==> config.mk <==
export PLATFORM = sky130hd
export DESIGN_NAME = cache_tag_dir
export DESIGN_NICKNAME = d
export VERILOG_FILES = /design/src/rtl/cache_tag_pkg.sv /design/src/rtl/cache_addr_split.sv /design/src/rtl/cache_way_match.sv /design/src/rtl/cache_victim_sel.sv /design/src/rtl/cache_lfsr.sv /design/src/rtl/cache_tag_dir.sv
export SDC_FILE = /design/constraint.sdc
export NUM_CORES = 1
export LEC_CHECK = 0
export BUFFER_PORTS_ARGS = -buffer_cell sky130_fd_sc_hd__buf_2
export CAP_MARGIN = 10
export CORE_MARGIN = 3
export CORE_UTILIZATION = 31
export DETAILED_ROUTE_END_ITERATION = 10
export MAX_ROUTING_LAYER = met4
export PLACE_DENSITY = 0.55
export SLEW_MARGIN = 0
export SYNTH_ARGS = -nofsm -noshare
export SYNTH_HDL_FRONTEND = slang
export SYNTH_SLANG_ARGS = --single-unit
==> constraint.sdc <==
create_clock -name clk -period 8.6 [get_ports clk]
set_clock_uncertainty 0.2 [all_clocks]
set_input_delay 1.72 -clock clk [delete_from_list [all_inputs] [get_ports clk]]
set_output_delay 1.72 -clock clk [all_outputs]
set_load 0.005 [all_outputs]
==> src/rtl/cache_tag_pkg.sv <==
package cache_tag_pkg;
   typedef enum logic [1:0] {
      ST_HIT   = 2'd0,
      ST_FILL  = 2'd1,
      ST_EVICT = 2'd2
   } lookup_status_t;

   typedef enum logic [1:0] {
      POL_OLDEST = 2'd0,
      POL_NEWEST = 2'd1,
      POL_RANDOM = 2'd2
   } victim_policy_t;

   localparam int RNG_W = 16;
endpackage

==> src/rtl/cache_addr_split.sv <==
module cache_addr_split #(
   parameter int ADDR_W   = 16,
   parameter int SET_BITS = 2,
   parameter int OFF_BITS = 2,
   localparam int TAG_W   = ADDR_W - SET_BITS - OFF_BITS
) (
   input  logic [ADDR_W-1:0]   addr_i,
   output logic [TAG_W-1:0]    tag_o,
   output logic [SET_BITS-1:0] set_o
);
   assign tag_o = addr_i[ADDR_W-1 -: TAG_W];
   assign set_o = addr_i[OFF_BITS +: SET_BITS];
endmodule

==> src/rtl/cache_way_match.sv <==
module cache_way_match #(
   parameter int WAYS  = 4,
   parameter int TAG_W = 12,
   localparam int WAY_W = $clog2(WAYS)
) (
   input  logic [WAYS-1:0]            valid_i,
   input  logic [WAYS-1:0][TAG_W-1:0] tags_i,
   input  logic [TAG_W-1:0]           tag_i,
   output logic                       hit_o,
   output logic [WAY_W-1:0]           hit_way_o,
   output logic                       free_o,
   output logic [WAY_W-1:0]           free_way_o
);
   logic [WAYS-1:0] match_vec;

   genvar gw;
   generate
      for (gw = 0; gw < WAYS; gw++) begin : g_cmp
         assign match_vec[gw] = valid_i[gw] && (tags_i[gw] == tag_i);
      end
   endgenerate

   always_comb begin
      hit_o      = |match_vec;
      free_o     = ~&valid_i;
      hit_way_o  = '0;
      free_way_o = '0;
      for (int w = WAYS - 1; w >= 0; w--) begin
         if (match_vec[w]) hit_way_o = WAY_W'(w);
         if (!valid_i[w])  free_way_o = WAY_W'(w);
      end
   end
endmodule

==> src/rtl/cache_victim_sel.sv <==
module cache_victim_sel
   import cache_tag_pkg::*;
#(
   parameter int WAYS  = 4,
   localparam int WAY_W = $clog2(WAYS),
   localparam int AGE_W = $clog2(WAYS)
) (
   input  logic [WAYS-1:0][AGE_W-1:0] ages_i,
   input  logic [1:0]                 policy_i,
   input  logic [RNG_W-1:0]           rand_i,
   output logic [WAY_W-1:0]           victim_o
);
   logic [WAY_W-1:0] oldest_way;
   logic [WAY_W-1:0] newest_way;
   logic [WAY_W-1:0] rand_way;

   generate
      if ((WAYS & (WAYS - 1)) == 0) begin : g_pow2
         assign rand_way = rand_i[WAY_W-1:0];
      end else begin : g_mod
         assign rand_way = WAY_W'(rand_i % RNG_W'(WAYS));
      end
   endgenerate

   always_comb begin
      oldest_way = '0;
      newest_way = '0;
      for (int w = 0; w < WAYS; w++) begin
         if (ages_i[w] == AGE_W'(WAYS - 1)) oldest_way = WAY_W'(w);
         if (ages_i[w] == '0)               newest_way = WAY_W'(w);
      end
   end

   always_comb begin
      case (policy_i)
         POL_NEWEST: victim_o = newest_way;
         POL_RANDOM: victim_o = rand_way;
         default:    victim_o = oldest_way;
      endcase
   end
endmodule

==> src/rtl/cache_lfsr.sv <==
module cache_lfsr
   import cache_tag_pkg::*;
#(
   parameter logic [RNG_W-1:0] MIX = 16'hACE1
) (
   input  logic             clk,
   input  logic             rst,
   input  logic [RNG_W-1:0] seed_i,
   input  logic             step_i,
   output logic [RNG_W-1:0] state_o
);
   logic [RNG_W-1:0] q;
   logic [RNG_W-1:0] load_val;
   logic             fb;

   assign load_val = ((seed_i ^ MIX) == '0) ? RNG_W'(1) : (seed_i ^ MIX);
   assign fb       = q[15] ^ q[13] ^ q[12] ^ q[10];

   always_ff @(posedge clk) begin
      if (rst)         q <= load_val;
      else if (step_i) q <= {q[RNG_W-2:0], fb};
   end

   assign state_o = q;
endmodule

==> src/rtl/cache_tag_dir.sv <==
module cache_tag_dir
   import cache_tag_pkg::*;
#(
   parameter int ADDR_W   = 16,
   parameter int SET_BITS = 2,
   parameter int OFF_BITS = 2,
   parameter int WAYS     = 4
) (
   input  logic              clk,
   input  logic              rst,
   input  logic [1:0]        cfg_policy,
   input  logic [15:0]       cfg_seed,
   input  logic              req_valid,
   output logic              req_ready,
   input  logic [ADDR_W-1:0] req_addr,
   output logic              resp_valid,
   output logic [1:0]        resp_status,
   output logic [ADDR_W-1:0] resp_evict_addr
);
   localparam int SETS  = 1 << SET_BITS;
   localparam int TAG_W = ADDR_W - SET_BITS - OFF_BITS;
   localparam int WAY_W = $clog2(WAYS);
   localparam int AGE_W = $clog2(WAYS);

   generate
      if (OFF_BITS < 2) begin : g_bad_off
         $error("cache_tag_dir: OFF_BITS must be at least 2");
      end
      if (SET_BITS < 1) begin : g_bad_set
         $error("cache_tag_dir: SET_BITS must be at least 1");
      end
      if (TAG_W < 1) begin : g_bad_tag
         $error("cache_tag_dir: ADDR_W leaves no tag bits");
      end
      if (WAYS < 2) begin : g_bad_ways
         $error("cache_tag_dir: WAYS must be at least 2");
      end
   endgenerate

   // directory state
   logic [WAYS-1:0]            valid_q [SETS];
   logic [WAYS-1:0][TAG_W-1:0] tag_q   [SETS];
   logic [WAYS-1:0][AGE_W-1:0] age_q   [SETS];
   logic                       ready_q;

   // lookup path
   logic [TAG_W-1:0]           req_tag;
   logic [SET_BITS-1:0]        req_set;
   logic [WAYS-1:0]            cur_valid;
   logic [WAYS-1:0][TAG_W-1:0] cur_tags;
   logic [WAYS-1:0][AGE_W-1:0] cur_ages;
   logic                       is_hit;
   logic                       has_free;
   logic [WAY_W-1:0]           hit_way;
   logic [WAY_W-1:0]           free_way;
   logic [WAY_W-1:0]           victim_way;
   logic [WAY_W-1:0]           touch_way;
   logic [AGE_W-1:0]           touch_age;
   logic [RNG_W-1:0]           rng_state;
   logic                       accept;
   logic                       evicting;
   logic [1:0]                 next_status;
   logic [ADDR_W-1:0]          next_evict;

   assign req_ready = ready_q;
   assign accept    = req_valid && ready_q;

   cache_addr_split #(
      .ADDR_W  (ADDR_W),
      .SET_BITS(SET_BITS),
      .OFF_BITS(OFF_BITS)
   ) split_i (
      .addr_i(req_addr),
      .tag_o (req_tag),
      .set_o (req_set)
   );

   assign cur_valid = valid_q[req_set];
   assign cur_tags  = tag_q[req_set];
   assign cur_ages  = age_q[req_set];

   cache_way_match #(
      .WAYS (WAYS),
      .TAG_W(TAG_W)
   ) match_i (
      .valid_i   (cur_valid),
      .tags_i    (cur_tags),
      .tag_i     (req_tag),
      .hit_o     (is_hit),
      .hit_way_o (hit_way),
      .free_o    (has_free),
      .free_way_o(free_way)
   );

   cache_victim_sel #(
      .WAYS(WAYS)
   ) victim_i (
      .ages_i  (cur_ages),
      .policy_i(cfg_policy),
      .rand_i  (rng_state),
      .victim_o(victim_way)
   );

   assign evicting = accept && !is_hit && !has_free;

   cache_lfsr rng_i (
      .clk    (clk),
      .rst    (rst),
      .seed_i (cfg_seed),
      .step_i (evicting && (cfg_policy == POL_RANDOM)),
      .state_o(rng_state)
   );

   always_comb begin
      if (is_hit)        touch_way = hit_way;
      else if (has_free) touch_way = free_way;
      else               touch_way = victim_way;
      touch_age = cur_ages[touch_way];
   end

   always_comb begin
      next_evict = '0;
      if (is_hit) begin
         next_status = ST_HIT;
      end else if (has_free) begin
         next_status = ST_FILL;
      end else begin
         next_status = ST_EVICT;
         next_evict  = {cur_tags[victim_way], req_set, {OFF_BITS{1'b0}}};
      end
   end

   // line and recency update
   always_ff @(posedge clk) begin
      if (rst) begin
         for (int s = 0; s < SETS; s++) begin
            valid_q[s] <= '0;
            tag_q[s]   <= '0;
            for (int w = 0; w < WAYS; w++) age_q[s][w] <= AGE_W'(w);
         end
      end else if (accept) begin
         if (!is_hit) begin
            valid_q[req_set][touch_way] <= 1'b1;
            tag_q[req_set][touch_way]   <= req_tag;
         end
         for (int w = 0; w < WAYS; w++) begin
            if (WAY_W'(w) == touch_way)     age_q[req_set][w] <= '0;
            else if (cur_ages[w] < touch_age) age_q[req_set][w] <= cur_ages[w] + AGE_W'(1);
         end
      end
   end

   // response stage
   always_ff @(posedge clk) begin
      if (rst) begin
         ready_q         <= 1'b0;
         resp_valid      <= 1'b0;
         resp_status     <= ST_HIT;
         resp_evict_addr <= '0;
      end else begin
         ready_q    <= 1'b1;
         resp_valid <= accept;
         if (accept) begin
            resp_status     <= next_status;
            resp_evict_addr <= next_evict;
         end
      end
   end
endmodule

==> Word-level counts from Yosys, hierarchy flattened <==
Memories as Yosys holds them, arrays and structs flattened.
Cells that the tools add are included.
{ "classes": {"multipliers": 0, "n_mux": 89, "eq_ne": 12, "reduce_logical": 21, "bitwise_logic": 8, "magnitude_cmp": 7, "n_addsub": 4, "shifts": 0, "div_mod_pow": 0} }
{ "ops": {"columns": ["cell", "n"], "rows": [
  ["$mux W48", 3],
  ["$mux W16", 5],
  ["$eq A12 B12 Y1", 4],
  ["$mux W2", 24],
  ["$reduce_or A48 Y1", 1],
  ["$mux W1", 45],
  ["$bmux W12 S2", 1],
  ["$demux W12 S2", 1],
  ["$mux W12", 2],
  ["$logic_not A16 Y1", 1],
  ["$mux W4", 4],
  ["$logic_and A1 B1 Y1", 9],
  ["$add A2 B1 Y2 const B", 4],
  ["$eq A2 B2 Y1 const B", 4],
  ["$logic_not A2 Y1", 4],
  ["$lt A2 B2 Y1", 4],
  ["$mux W8", 1],
  ["$not A8 Y8", 1],
  ["$reduce_or A4 Y1", 2],
  ["$reduce_or A8 Y1", 1],
  ["$lt A2 B3 Y1 const B", 2],
  ["$bmux W2 S2", 1],
  ["$eq A2 B2 Y1 const A", 2],
  ["$or A1 B1 Y1", 4],
  ["other kinds (9)", 11]
]} }
{ "word_totals": {"output_inout_bits": 20, "mem_bits_ro": 0, "latchBits": 0, "inputBits": 37, "word_cells": 149, "ff_bits": 36, "n_memories": 3, "ram_bits": 240} }
{ "memory_table": {"columns": ["memory", "depth", "width", "read_ports", "rd_ports_with_merged_regs", "wr", "line", "rtl"], "rows": [
  ["tag_q", 4, 48, 1, 0, 4, "cache_tag_dir.sv:42", "logic [WAYS-1:0][TAG_W-1:0] tag_q [SETS];"],
  ["age_q", 4, 8, 1, 0, 4, "cache_tag_dir.sv:43", "logic [WAYS-1:0][AGE_W-1:0] age_q [SETS];"],
  ["valid_q", 4, 4, 1, 0, 4, "cache_tag_dir.sv:41", "logic [WAYS-1:0] valid_q [SETS];"]
]} }

==> Longest topological paths before layout <==
Gate-level depths: netlist (run 1).
An unclocked memory read counts as a cell.
{ "logic_depth": {"depth_word": 19, "ltp_mapped": 19, "mapped_depth_nobuf": 15} }

==> Modules after synthesis <==
Synthesis (run 1) repeated with hierarchy kept, for this count alone.
{ "unflattened": {"hier_cells": 921, "hier_area_um2": 13444.1} }
{ "by_module_without_submodules": {"columns": ["mod", "n_inst", "seq_area_each_um2", "area_each_um2", "cells_per_inst"], "rows": [
  ["cache_tag_dir", 1, 7567.3, 11742.5, 748],
  ["cache_way_match", 1, 0.0, 748.2, 92],
  ["cache_lfsr", 1, 480.5, 743.2, 52],
  ["cache_addr_split", 1, 0.0, 105.1, 14],
  ["cache_victim_sel", 1, 0.0, 105.1, 15]
]} }

==> Worst setup path before layout (run 1) <==
OpenSTA, ideal clock, no wires.
{ "synth_timing": {"path_kind": "input to register", "start": "in req_addr[2]", "end": "mem tag_q[2][36] in the netlist's numbering, enable pin", "path_slack_ns": 1.876, "path_buffers": 5, "t_required_ns": 7.999, "arrival_ns": 6.123, "setup_ns": 0.401, "path_stages": 15, "path_cell_list": "buf_4 -> buf_4 -> buf_4 -> buf_2 -> clkbuf_1 -> mux4_2 -> inv_1 -> ha_1 -> o21ai_0 -> a31o_2 -> o31ai_1 -> nand3_1 -> a2111oi_4 -> inv_1 -> o21ai_0"} }
{ "synth_rtl": {"columns": ["item", "line", "rtl"], "rows": [
  ["start, declared", "cache_tag_dir.sv:15", "input logic [ADDR_W-1:0] req_addr,"],
  ["end, declared", "cache_tag_dir.sv:42", null]
]} }

==> flow_metrics.py, run 1 <==
metrics = {
    "floorplanning": {
        "num_rows": 75,
        "die-area_um2": 45400,
        "initial_util_pct": 31.6,
        "die_w_um": 213,
        "dieHeight_um": 213,
        "coreArea_um2": 42100,
        "floorplan.io_pins": 57,
    },
    "worst_setup_path": {
        "critical-path-top-cell-by-count": "nor2_1",
        "worst_r2r_startpoint": "age_q[1][6]$_SDFFCE_PN1P_",
        "timing.setup.critical_path_class": "input pin to register",
        "worst_path_dominant_cell_family": "compound AO/OA/AOI/OAI gates",
        "data_required_time_of_the_critical_path_ps": 8590,
        "worst_r2r_path_depth": 12,
        "critPathMaxStageDelay_ps": 810,
        "worst-path-max-fanout": 47,
        "timing.critical_path.arrival_ps": 6200,
        "crit_chain": "buf_4 -> mux4_2 -> inv_1 -> ha_1 -> nor2b_1 -> a2111oi_0 -> o21a_1 -> o21ai_0 -> and2_1 -> nor2_1 -> a21oi_1 -> nor2_1 -> nor2_1 -> nor2_2",
        "setup.reg_to_reg.worst_slack_ps": 3690,
        "worstSetupPathDepth": 14,
        "cell_at_the_slowest_stage_of_the_critical_path": "nor2_2",
        "regToRegEndpoint": "tag_q[3][4]$_DFFE_PP_",
        "startpoint_type": "input pin",
        "worstPathBufferInverterCount": 2,
        "critPathCaptureType": "register",
    },
    "power": {
        "power.density_cell_area_nw_per_um2": 209,
        "power.clock.fraction_pct": 40.0,
        "power.leakage_nw": 5.29,
        "power_report.internal_total_w": 0.00237,
        "power.sequential.fraction_pct": 48.7,
        "ir_worst_vdd_mv": 0.152,
        "switching_share_pct": 24.6,
        "switchingPower_w": 0.000773,
        "combinationalPowerShare_pct": 11.2,
    },
    "detailed_routing": {
        "route.detailed.vias_per_inst": 5.21,
        "drt_drc_violations_left": 0,
        "initialDrtViolationCount": 683,
        "drt_pass1_iterations": 5,
        "via_count": 8101,
        "number_of_antenna_violating_nets_in_the_routed_design": 0,
        "detailroute.wirelength.met3_mm": 2.89,
        "met2_routed_wirelength_mm": 16.7,
        "topRoutingLayerUsed": "met4",
        "routedLengthMet1_mm": 16.5,
        "routed_wl_mm": 37.0,
        "routedWlPerCell_um": 23.8,
    },
    "layout": {
        "layout-drive-gt1-share_pct": 19.6,
        "filler_instances": 4013,
        "layout-area-overhead-vs-synth_pct": 13.1,
        "layoutNonFillerInstCount": 1556,
        "ff_latch_area_um2": 8050,
        "final_nets": 1042,
        "multi_input_comb_area_um2": 4890,
    },
    "clock_tree": {
        "cts.reportedPaths.clkPinSlew_ps": 60,
        "cts_setup_buffers": 0,
        "max-clock-path-buffers": 3,
        "cts_repair_resize_count": 0,
        "cts.hold.buffers_added": 0,
        "cts_root_buf": "clkbuf_16",
        "worst_skew_pair.late_latency_ps": 570,
        "h_tree_levels": 1,
        "tritoncts": "built",
        "number_of_clock_buffers_inserted_by_tritoncts": 30,
        "cts_num_sinks": 274,
    },
    "placed_design": {
        "dp.cells": 1504,
        "io_buffer_count": 52,
        "place.detailed.hpwl_mm": 24.2,
        "gpl.final_weighted_congestion": 0.834,
    },
    "synth": {
        "synth_top_family_by_area": "simple AND/OR/NAND/NOR gates",
        "synth_largest_type_area_fraction_pct": 57.8,
        "synthMostInstantiatedCell": "edfxtp_1",
        "synth-xor-area-share_pct": 3.36,
        "leading_cell_types_by_count_after_synthesis": "256 x edfxtp_1, 153 x and2_1, 62 x nand2_1, 61 x mux4_2, 60 x clkbuf_1",
        "yosys_most_used_dff": "edfxtp_1",
        "post_synth_edffs": 256,
        "netlist-cell-type-count": 63,
        "post_synth_instance_area_um2": 13300,
        "synth_seq_area_share_pct": 60.5,
        "yosysWarningCount": 0,
        "synth_area_per_cell_um2": 13.8,
        "synth-seq-cells": 274,
        "netlist_top_cells_area": "edfxtp_1 58%, mux4_2 10%, and2_1 7.2%, xnor2_1 3.2%, dfxtp_1 2.7%",
        "synth_mux_area_share_pct": 11.8,
        "synth-simple-area-share_pct": 14.4,
        "yosysTopAreaCell": "edfxtp_1",
        "synth-async-reset-ratio_pct": 0,
        "syn_inst_count": 967,
        "synth_compound_gate_area_share_pct": 6.11,
        "adder_cell_share_of_the_synthesized_area_pct": 0.922,
    },
    "job": {
        "cap_violations": 0,
    },
    "hold_path": {
        "worstHoldPathType": "register to register",
        "worst_hold_startpoint": "resp_status[0]$_SDFFE_PP0P_",
        "hold_depth": 2,
        "whs_endpoint": "resp_status[0]$_SDFFE_PP0P_",
    },
    "timing": {
        "max_slew.worst_pin.slew_ps": 1350,
        "slew_limit_headroom_pct": 9.84,
        "timing_hold_violations_final": 0,
        "timing.final.crit_period_ps": 6210,
        "max_slew_violations": 0,
        "unrepaired_setup_endpoints_after_global_routing": "false",
        "holdWs_ps": 261,
        "period_utilization_post_route_pct": 72.2,
        "setup_viol_count_final": 0,
        "timing.setup.tns_ps": 0,
        "max_freq_ghz": 0.161,
    },
    "global_routing": {
        "gr-total-overflow": 0,
        "largest_net_degree_at_the_start_of_global_routing": 52,
        "grt_pass1_wl_mm": 54.8,
        "first_global_vias": 8170,
        "grt.total_usage_pct": 16.9,
        "antenna_violations_before_repair": 1,
    },
    "status": {
        "outcome": "complete, no violations",
    },
}
==> worst max-delay path by stage <==
stage,end,slack (ps),startpoint
after floorplan,tag_q[2][36]$_SDFFCE_PN0P_,1880,req_addr[2]
after global placement,tag_q[0][43]$_SDFFCE_PN0P_,1920,req_addr[2]
after detailed placement,tag_q[3][7]$_DFFE_PP_,1910,req_addr[3]
after CTS,tag_q[3][4]$_DFFE_PP_,2500,req_addr[3]
after global routing,tag_q[3][4]$_DFFE_PP_,2110,req_addr[3]
final,tag_q[3][4]$_DFFE_PP_,2390,req_addr[3]
==> layout by cell type, fill, tap and decap left out, drive strengths merged, types with 23 or more instances in the layout <==
| cell | instances |
|---|---|
| a21oi | 23 |
| mux4 | 61 |
| buf | 72 |
| xnor2 | 49 |
| edfxtp | 256 |
| and2 | 153 |
| clkbuf | 40 |
| nand2 | 62 |
| nor2 | 57 |
| o21ai | 24 |
==> sequential cells by signal, indices dropped and copies added, names as in the netlist <==
signal and cells:
tag_q 192, age_q 32, rng_i.state_o 16, valid_q 16, resp_evict_addr 14, resp_status 2, req_ready 1, resp_valid 1
==> power groups by stage <==
stage / combinational (W) / sequential (W) / clock (W)
5_1_grt: 0.000378 / 0.00154 / 0.00134
3_5_place_dp: 0.000351 / 0.00156 / 0
2_1_floorplan: 0.000236 / 0.00155 / 0
3_3_place_gp: 0.000349 / 0.00156 / 0
4_1_cts: 0.000352 / 0.00153 / 0.00128
6_report: 0.000353 / 0.00153 / 0.00126
==> metal layers <==
metal,GRT usage (%),vias up
li1,-,3660
met1,23.2,4079
met2,25.8,305
met3,3.41,57
met4,4.38,0
met5,-,-
==> worst register-to-register path, delay by kind of cell, from the launching register on <==
family	cells	cell delay (ps)
AO/OA/AOI/OAI	4	1760
AND/OR/NAND/NOR	5	1530
flip-flops	1	370
adder cells (fa/ha/maj)	1	270
multiplexers	1	260
buffers and inverters	1	140
==> cells by family after synthesis <==
kind of cell | after synthesis
other | 1
DFF | 274
xor gates and xnor gates | 51
AOI/OAI and AO/OA | 113
and+or+nand+nor | 345
muxes | 79
buffers and inverters | 94
adders and majority gates | 10
==> through the flow <==
stage          util, %  worst slack [ps]  total power (W)  cell area, um^2
4_1_cts           35.7              2500          0.00316            15000
3_3_place_gp      33.5              1920          0.00191            14100
2_1_floorplan        -              1880          0.00179            13300
6_report          35.7              2390          0.00314            15100
5_1_grt           35.7              2110          0.00326            15000
3_5_place_dp      33.5              1910          0.00191            14100
==> layout make-up <==
type	count	area share, %
flip-flops and latches	274	53.5
multi-input cells	600	32.5
clock buffers	40	5.24
well taps	539	4.48
repair buffers	72	2.84
clock inverters	10	0.989
inverters	19	0.474
diodes	2	0.0333
No activity file was read; power rests on OpenSTA's default activity.
==> run 2, diff against run 1 <==
Settings changed: ABC_AREA set to 1.
Clock period 8.6 ns to 6 ns, I/O delays scaled along.
==> run 2 against run 1 <==
  * Synthesized cell count rose by 69%
  * Via count up 33%
  * Non-clock buffer count is 22 higher
  * Flip-flop and latch count unchanged
  * Critical path depth rose by 4
  * Final area rose by 4.9%
  * Global-route usage increased by 0.066 points
  * Clock power increased by 50%
  * Largest power group unchanged
  * Die area increased by 4.2%
  * Power grew 46%
  * Clock-buffer cell count decreased by 4
  * Hold slack improved by 1.2 ps
==> flow_metrics.py, run 2 <==
metrics = {
    "power": {
        "ir_worst_vdd_mv": 0.236,
        "switchingPower_w": 0.00114,
        "combinationalPowerShare_pct": 11.2,
        "switching_share_pct": 24.7,
        "power.sequential.fraction_pct": 47.7,
        "power.density_cell_area_nw_per_um2": 291,
        "power_report.internal_total_w": 0.00346,
        "power.leakage_nw": 6.81,
        "power.clock.fraction_pct": 41.1,
    },
    "floorplanning": {
        "die_w_um": 218,
        "initial_util_pct": 31.8,
        "num_rows": 76,
        "die-area_um2": 47300,
        "floorplan.io_pins": 57,
        "coreArea_um2": 43600,
        "dieHeight_um": 218,
    },
    "synth": {
        "leading_cell_types_by_count_after_synthesis": "714 x nand2_1, 256 x edfxtp_1, 214 x nor2_1, 100 x nand3_1, 50 x a21oi_1",
        "post_synth_instance_area_um2": 13900,
        "adder_cell_share_of_the_synthesized_area_pct": 0.722,
        "synth_compound_gate_area_share_pct": 4.34,
        "synth-simple-area-share_pct": 31.3,
        "synth-seq-cells": 274,
        "syn_inst_count": 1635,
        "netlist_top_cells_area": "edfxtp_1 55%, nand2_1 19%, nor2_1 5.8%, nand3_1 3.6%, dfxtp_1 2.6%",
        "post_synth_edffs": 256,
        "netlist-cell-type-count": 42,
        "yosys_most_used_dff": "edfxtp_1",
        "synth_largest_type_area_fraction_pct": 55.4,
        "yosysTopAreaCell": "edfxtp_1",
        "synth_seq_area_share_pct": 58.0,
        "synth_mux_area_share_pct": 0.0722,
        "synth-xor-area-share_pct": 0.253,
        "synthMostInstantiatedCell": "nand2_1",
        "yosysWarningCount": 0,
        "synth_top_family_by_area": "simple AND/OR/NAND/NOR gates",
        "synth-async-reset-ratio_pct": 0,
        "synth_area_per_cell_um2": 8.48,
    },
    "timing": {
        "max_slew.worst_pin.slew_ps": 996,
        "max_slew_violations": 0,
        "max_freq_ghz": 0.210,
        "unrepaired_setup_endpoints_after_global_routing": "false",
        "timing.setup.tns_ps": 0,
        "period_utilization_post_route_pct": 79.3,
        "timing.final.crit_period_ps": 4760,
        "slew_limit_headroom_pct": 33.5,
        "setup_viol_count_final": 0,
        "timing_hold_violations_final": 0,
    },
    "clock_tree": {
        "cts.hold.buffers_added": 0,
        "cts_num_sinks": 274,
        "max-clock-path-buffers": 3,
        "cts_repair_resize_count": 0,
        "cts_setup_buffers": 0,
        "h_tree_levels": 1,
        "number_of_clock_buffers_inserted_by_tritoncts": 28,
        "cts_root_buf": "clkbuf_16",
        "cts.reportedPaths.clkPinSlew_ps": 60,
        "worst_skew_pair.late_latency_ps": 550,
        "tritoncts": "built",
    },
    "worst_setup_path": {
        "worst_path_dominant_cell_family": "simple AND/OR/NAND/NOR gates",
        "startpoint_type": "input pin",
        "timing.setup.critical_path_class": "input pin to register",
        "critical-path-top-cell-by-count": "inv_2",
        "critPathCaptureType": "register",
        "crit_chain": "buf_2 -> nor2_2 -> a22oi_1 -> and2_1 -> ha_1 -> inv_1 -> a21oi_1 -> o21ai_0 -> nand2_1 -> o21ai_0 -> nand3_2 -> nand2_2 -> inv_2 -> nor2_4 -> inv_2 -> nor2_2 -> inv_2 -> nand2_1",
        "data_required_time_of_the_critical_path_ps": 5980,
        "worstPathBufferInverterCount": 5,
        "timing.critical_path.arrival_ps": 4740,
        "worst-path-max-fanout": 15,
        "cell_at_the_slowest_stage_of_the_critical_path": "nor2_2",
        "critPathMaxStageDelay_ps": 590,
    },
    "layout": {
        "multi_input_comb_area_um2": 5100,
        "max_flop_register": "tag_q",
        "biggestRegsByFlops": "tag_q x192, age_q x32",
        "layout-area-overhead-vs-synth_pct": 13.9,
        "final_design_area_no_fill_um2": 15800,
        "commonest_non_fill_non_tap_cell_in_the_layout": "nand2_1",
        "ff_latch_area_um2": 8050,
        "layout-drive-gt1-share_pct": 11.9,
        "flip_flop_count_of_the_largest_register_all_copies_and_words_added": 192,
        "filler_instances": 4474,
        "final_nets": 1719,
        "most-common-layout-cells": "714 x nand2_1, 256 x edfxtp_1, 214 x nor2_1",
    },
    "detailed_routing": {
        "via_count": 10800,
        "route.detailed.vias_per_inst": 4.73,
        "drt_pass1_iterations": 5,
        "initialDrtViolationCount": 998,
        "routedWlPerCell_um": 17.2,
        "drt_drc_violations_left": 0,
        "number_of_antenna_violating_nets_in_the_routed_design": 0,
        "routed_wl_mm": 39.3,
    },
    "global_routing": {
        "antenna_violations_before_repair": 1,
        "m3_gr_usage_pct": 1.83,
        "first_global_vias": 10400,
        "largest_net_degree_at_the_start_of_global_routing": 61,
        "grt_most_used_layer": "met2",
        "grt.total_usage_pct": 17.0,
        "grt_use_met1_pct": 23.1,
        "grt_pass1_wl_mm": 60.8,
        "gr-total-overflow": 0,
        "global_route.usage.met2_pct": 26.8,
    },
    "hold_path": {
        "worstHoldPathType": "register to register",
    },
    "placed_design": {
        "place.detailed.hpwl_mm": 28.3,
        "io_buffer_count": 52,
        "gpl.final_weighted_congestion": 0.887,
        "detailed_place.area_um2": 14800,
    },
    "job": {
        "cap_violations": 0,
    },
    "status": {
        "outcome": "complete, no violations",
    },
}
## run 2: worst min-delay path, cell delays in order (launching register included)
cell,delay (ps)
dfxtp_1,300
nand2_1,60
a21oi_1,50
## run 2: per-stage QoR
stage	std cells	util [%]	setup WS [ps]	hold slack, ps	power, W
3_3_place_gp	2229	33.9	640	249	0.00274
3_5_place_dp	2229	33.9	616	253	0.00275
4_1_cts	2281	36.2	1190	263	0.00464
6_report	2282	36.2	1240	262	0.00459
2_1_floorplan	1636	-	1110	262	0.00257
5_1_grt	2282	36.2	860	287	0.00478
## run 2: layer usage
layer	share of wire [%]	up-vias
met2	46	311
met3	5.6	60
li1	-	5381
met4	2.9	0
met1	46	5046
met5	0	-
## run 2: power groups by stage
| stage | combinational (W) | sequential (W) | clock [W] |
|---|---|---|---|
| after global routing | 0.000579 | 0.00220 | 0.00200 |
| after CTS | 0.000517 | 0.00219 | 0.00193 |
| after detailed placement | 0.000515 | 0.00223 | 0 |
| after floorplan | 0.000344 | 0.00223 | 0 |
| final | 0.000516 | 0.00219 | 0.00189 |
| after global placement | 0.000513 | 0.00223 | 0 |
## run 2: path summary, 6_finish.rpt
| kind | startpoint | to | depth (start not counted) | slack, ps |
|---|---|---|---|---|
| worst max-delay path | req_addr[3] | tag_q[2][16]$_SDFFCE_PN0P_ | 18 | 1240 |
| worst min-delay path | resp_evict_addr[9]$_SDFFE_PP0P_ | resp_evict_addr[9]$_SDFFE_PP0P_ | 2 | 260 |
| worst max register to register | valid_q[0][2]$_SDFFCE_PN0P_ | tag_q[2][16]$_SDFFCE_PN0P_ | 19 | 2270 |
| worst min register to register | resp_evict_addr[9]$_SDFFE_PP0P_ | resp_evict_addr[9]$_SDFFE_PP0P_ | 2 | 260 |
## run 2: cells by family after synthesis
group	after synthesis
compound gates	102
fa+ha+maj	8
simple gates	1077
xor+xnor	4
mux	1
flops	274
other cells	1
buf+inv	168
## run 2: area by class of cell
type | instances | share of cell area (%)
inverter | 82 | 1.96
clock buffer | 36 | 5.01
timing repair buffer | 94 | 3.74
multi-input combinational | 1194 | 32.3
clock inverter | 16 | 1.38
sequential | 274 | 51.0
antenna | 1 | 0.0158
tap | 585 | 4.63
==> run 3, diff against run 2 <==
Clock period 6 ns to 4.4 ns, I/O delays scaled along.
==> run 3 against run 2 <==
  * Worst setup slack worse by 700 ps
  * Final area is 4.8% higher
  * Power is 37% higher
  * Flip-flop and latch count stayed put
  * Non-clock buffer count is 63 higher
==> flow_metrics.py, run 3 (synthesis gave the netlist of run 2 again) <==
metrics = {
    "global_routing": {
        "grt.total_usage_pct": 16.8,
        "grt_pass1_wl_mm": 60.7,
        "largest_net_degree_at_the_start_of_global_routing": 50,
        "first_global_vias": 10700,
        "antenna_violations_before_repair": 0,
        "gr-total-overflow": 0,
    },
    "timing": {
        "period_utilization_post_route_pct": 87.8,
        "timing_hold_violations_final": 0,
        "setup_viol_count_final": 0,
        "slew_limit_headroom_pct": 42.2,
        "timing.final.crit_period_ps": 3860,
        "max_freq_ghz": 0.259,
        "unrepaired_setup_endpoints_after_global_routing": "false",
        "max_slew_violations": 0,
        "max_slew.worst_pin.slew_ps": 866,
    },
    "clock_tree": {
        "cts_repair_resize_count": 0,
        "number_of_clock_buffers_inserted_by_tritoncts": 30,
        "worst_skew_pair.late_latency_ps": 580,
        "h_tree_levels": 1,
        "max-clock-path-buffers": 3,
        "cts_num_sinks": 274,
        "cts.hold.buffers_added": 0,
        "cts_setup_buffers": 0,
        "cts.reportedPaths.clkPinSlew_ps": 60,
        "cts_root_buf": "clkbuf_16",
        "tritoncts": "built",
    },
    "placed_design": {
        "gpl.final_weighted_congestion": 0.871,
        "detailed_place.area_um2": 15600,
        "place.detailed.hpwl_mm": 27.9,
        "dp.cells": 2292,
        "io_buffer_count": 52,
    },
    "floorplanning": {
        "dieHeight_um": 218,
        "die-area_um2": 47300,
        "initial_util_pct": 31.8,
        "coreArea_um2": 43600,
        "die_w_um": 218,
        "num_rows": 76,
        "floorplan.io_pins": 57,
    },
    "detailed_routing": {
        "via_count": 11000,
        "route.detailed.vias_per_inst": 4.69,
        "routed_wl_mm": 38.6,
        "initialDrtViolationCount": 841,
        "drt_drc_violations_left": 0,
        "drt_pass1_iterations": 6,
        "routedWlPerCell_um": 16.4,
        "number_of_antenna_violating_nets_in_the_routed_design": 0,
    },
    "layout": {
        "diode_count": 0,
        "layoutNonFillerInstCount": 2348,
        "layout-drive-gt1-share_pct": 15.2,
        "final_nets": 1784,
        "filler_instances": 4437,
        "final_design_area_no_fill_um2": 16500,
        "utilization_pct": 37.9,
        "commonest_non_fill_non_tap_cell_in_the_layout": "nand2_1",
        "ff_latch_area_um2": 8050,
        "flip_flop_count_of_the_largest_register_all_copies_and_words_added": 192,
        "multi_input_comb_area_um2": 5120,
        "layout-area-overhead-vs-synth_pct": 19.3,
        "biggestRegsByFlops": "tag_q x192, age_q x32",
        "max_flop_register": "tag_q",
        "most-common-layout-cells": "711 x nand2_1, 256 x edfxtp_1, 214 x nor2_1",
    },
    "status": {
        "outcome": "complete, no violations",
    },
    "worst_setup_path": {
        "critPathCaptureType": "register",
        "worst_r2r_startpoint": "age_q[3][5]$_SDFFCE_PN1P_",
        "worst-path-max-fanout": 12,
        "timing.critical_path.arrival_ps": 3930,
        "data_required_time_of_the_critical_path_ps": 4470,
        "timing.setup.critical_path_class": "input pin to register",
        "worst_setup_path_startpoint": "req_addr[3]",
        "startpoint_type": "input pin",
    },
    "job": {
        "cap_violations": 0,
    },
    "hold_path": {
        "worst_hold_startpoint": "resp_evict_addr[13]$_SDFFE_PP0P_",
        "worstHoldPathType": "register to register",
    },
    "power": {
        "ir_worst_vdd_mv": 0.277,
        "power.leakage_nw": 7.20,
        "power.density_cell_area_nw_per_um2": 381,
    },
}
[run 3: metal layers]
metal,share of wire [%],GRT usage [%]
met5,0,-
met3,5.1,1.89
met1,46,22.7
met2,46,26.7
met4,2.6,4.94
[run 3: path summary, 6_finish.rpt]
kind         cells after the start  slack (ps)                               end
max                             22         540         age_q[1][7]$_SDFFCE_PN1P_
min                              2         260  resp_evict_addr[13]$_SDFFE_PP0P_
max reg2reg                     20        1040         age_q[1][7]$_SDFFCE_PN1P_
min reg2reg                      2         260  resp_evict_addr[13]$_SDFFE_PP0P_
[run 3: per-stage QoR]
step	TNS (ps)	setup WS [ps]	hold slack, ps	power (W)
2_1_floorplan	0	13.7	262	0.00351
3_3_place_gp	0	43.9	249	0.00382
3_5_place_dp	-27.2	-13.6	254	0.00383
4_1_cts	0	582	263	0.00635
5_1_grt	0	318	285	0.00655
6_report	0	537	260	0.00630
[run 3: cell type report]
class | instances | share of cell area [%]
Multi-Input combinational cell | 1194 | 31.0
Sequential cell | 274 | 48.6
Inverter | 82 | 1.87
Timing Repair Buffer | 157 | 8.09
Clock buffer | 44 | 5.10
Clock inverter | 12 | 0.907
Tap cell | 585 | 4.42
[run 3: critical path, stage by stage]
cell and delay [ps]:
buf_2 260, nand2_1 130, inv_2 200, a22oi_1 130, and2_1 200, ha_1 240
inv_1 60, a21oi_1 50, o21ai_0 130, nand2_1 140, o21ai_0 240, nand3_2 160
buf_4 170, nand3_1 80, nand3_1 170, nand3_1 110, nand2_1 60, inv_2 50
nand2_1 50, nand2_2 180, nand2_1 90, nand2_1 110
[run 3: power breakdown]
part / leakage [nW] / switching [W] / internal [W] / total (W)
clock network: 0.483 / 0.00102 / 0.00150 / 0.00252
registers: 2.72 / 0.0000302 / 0.00296 / 0.00299
logic: 4.00 / 0.000532 / 0.000256 / 0.000788
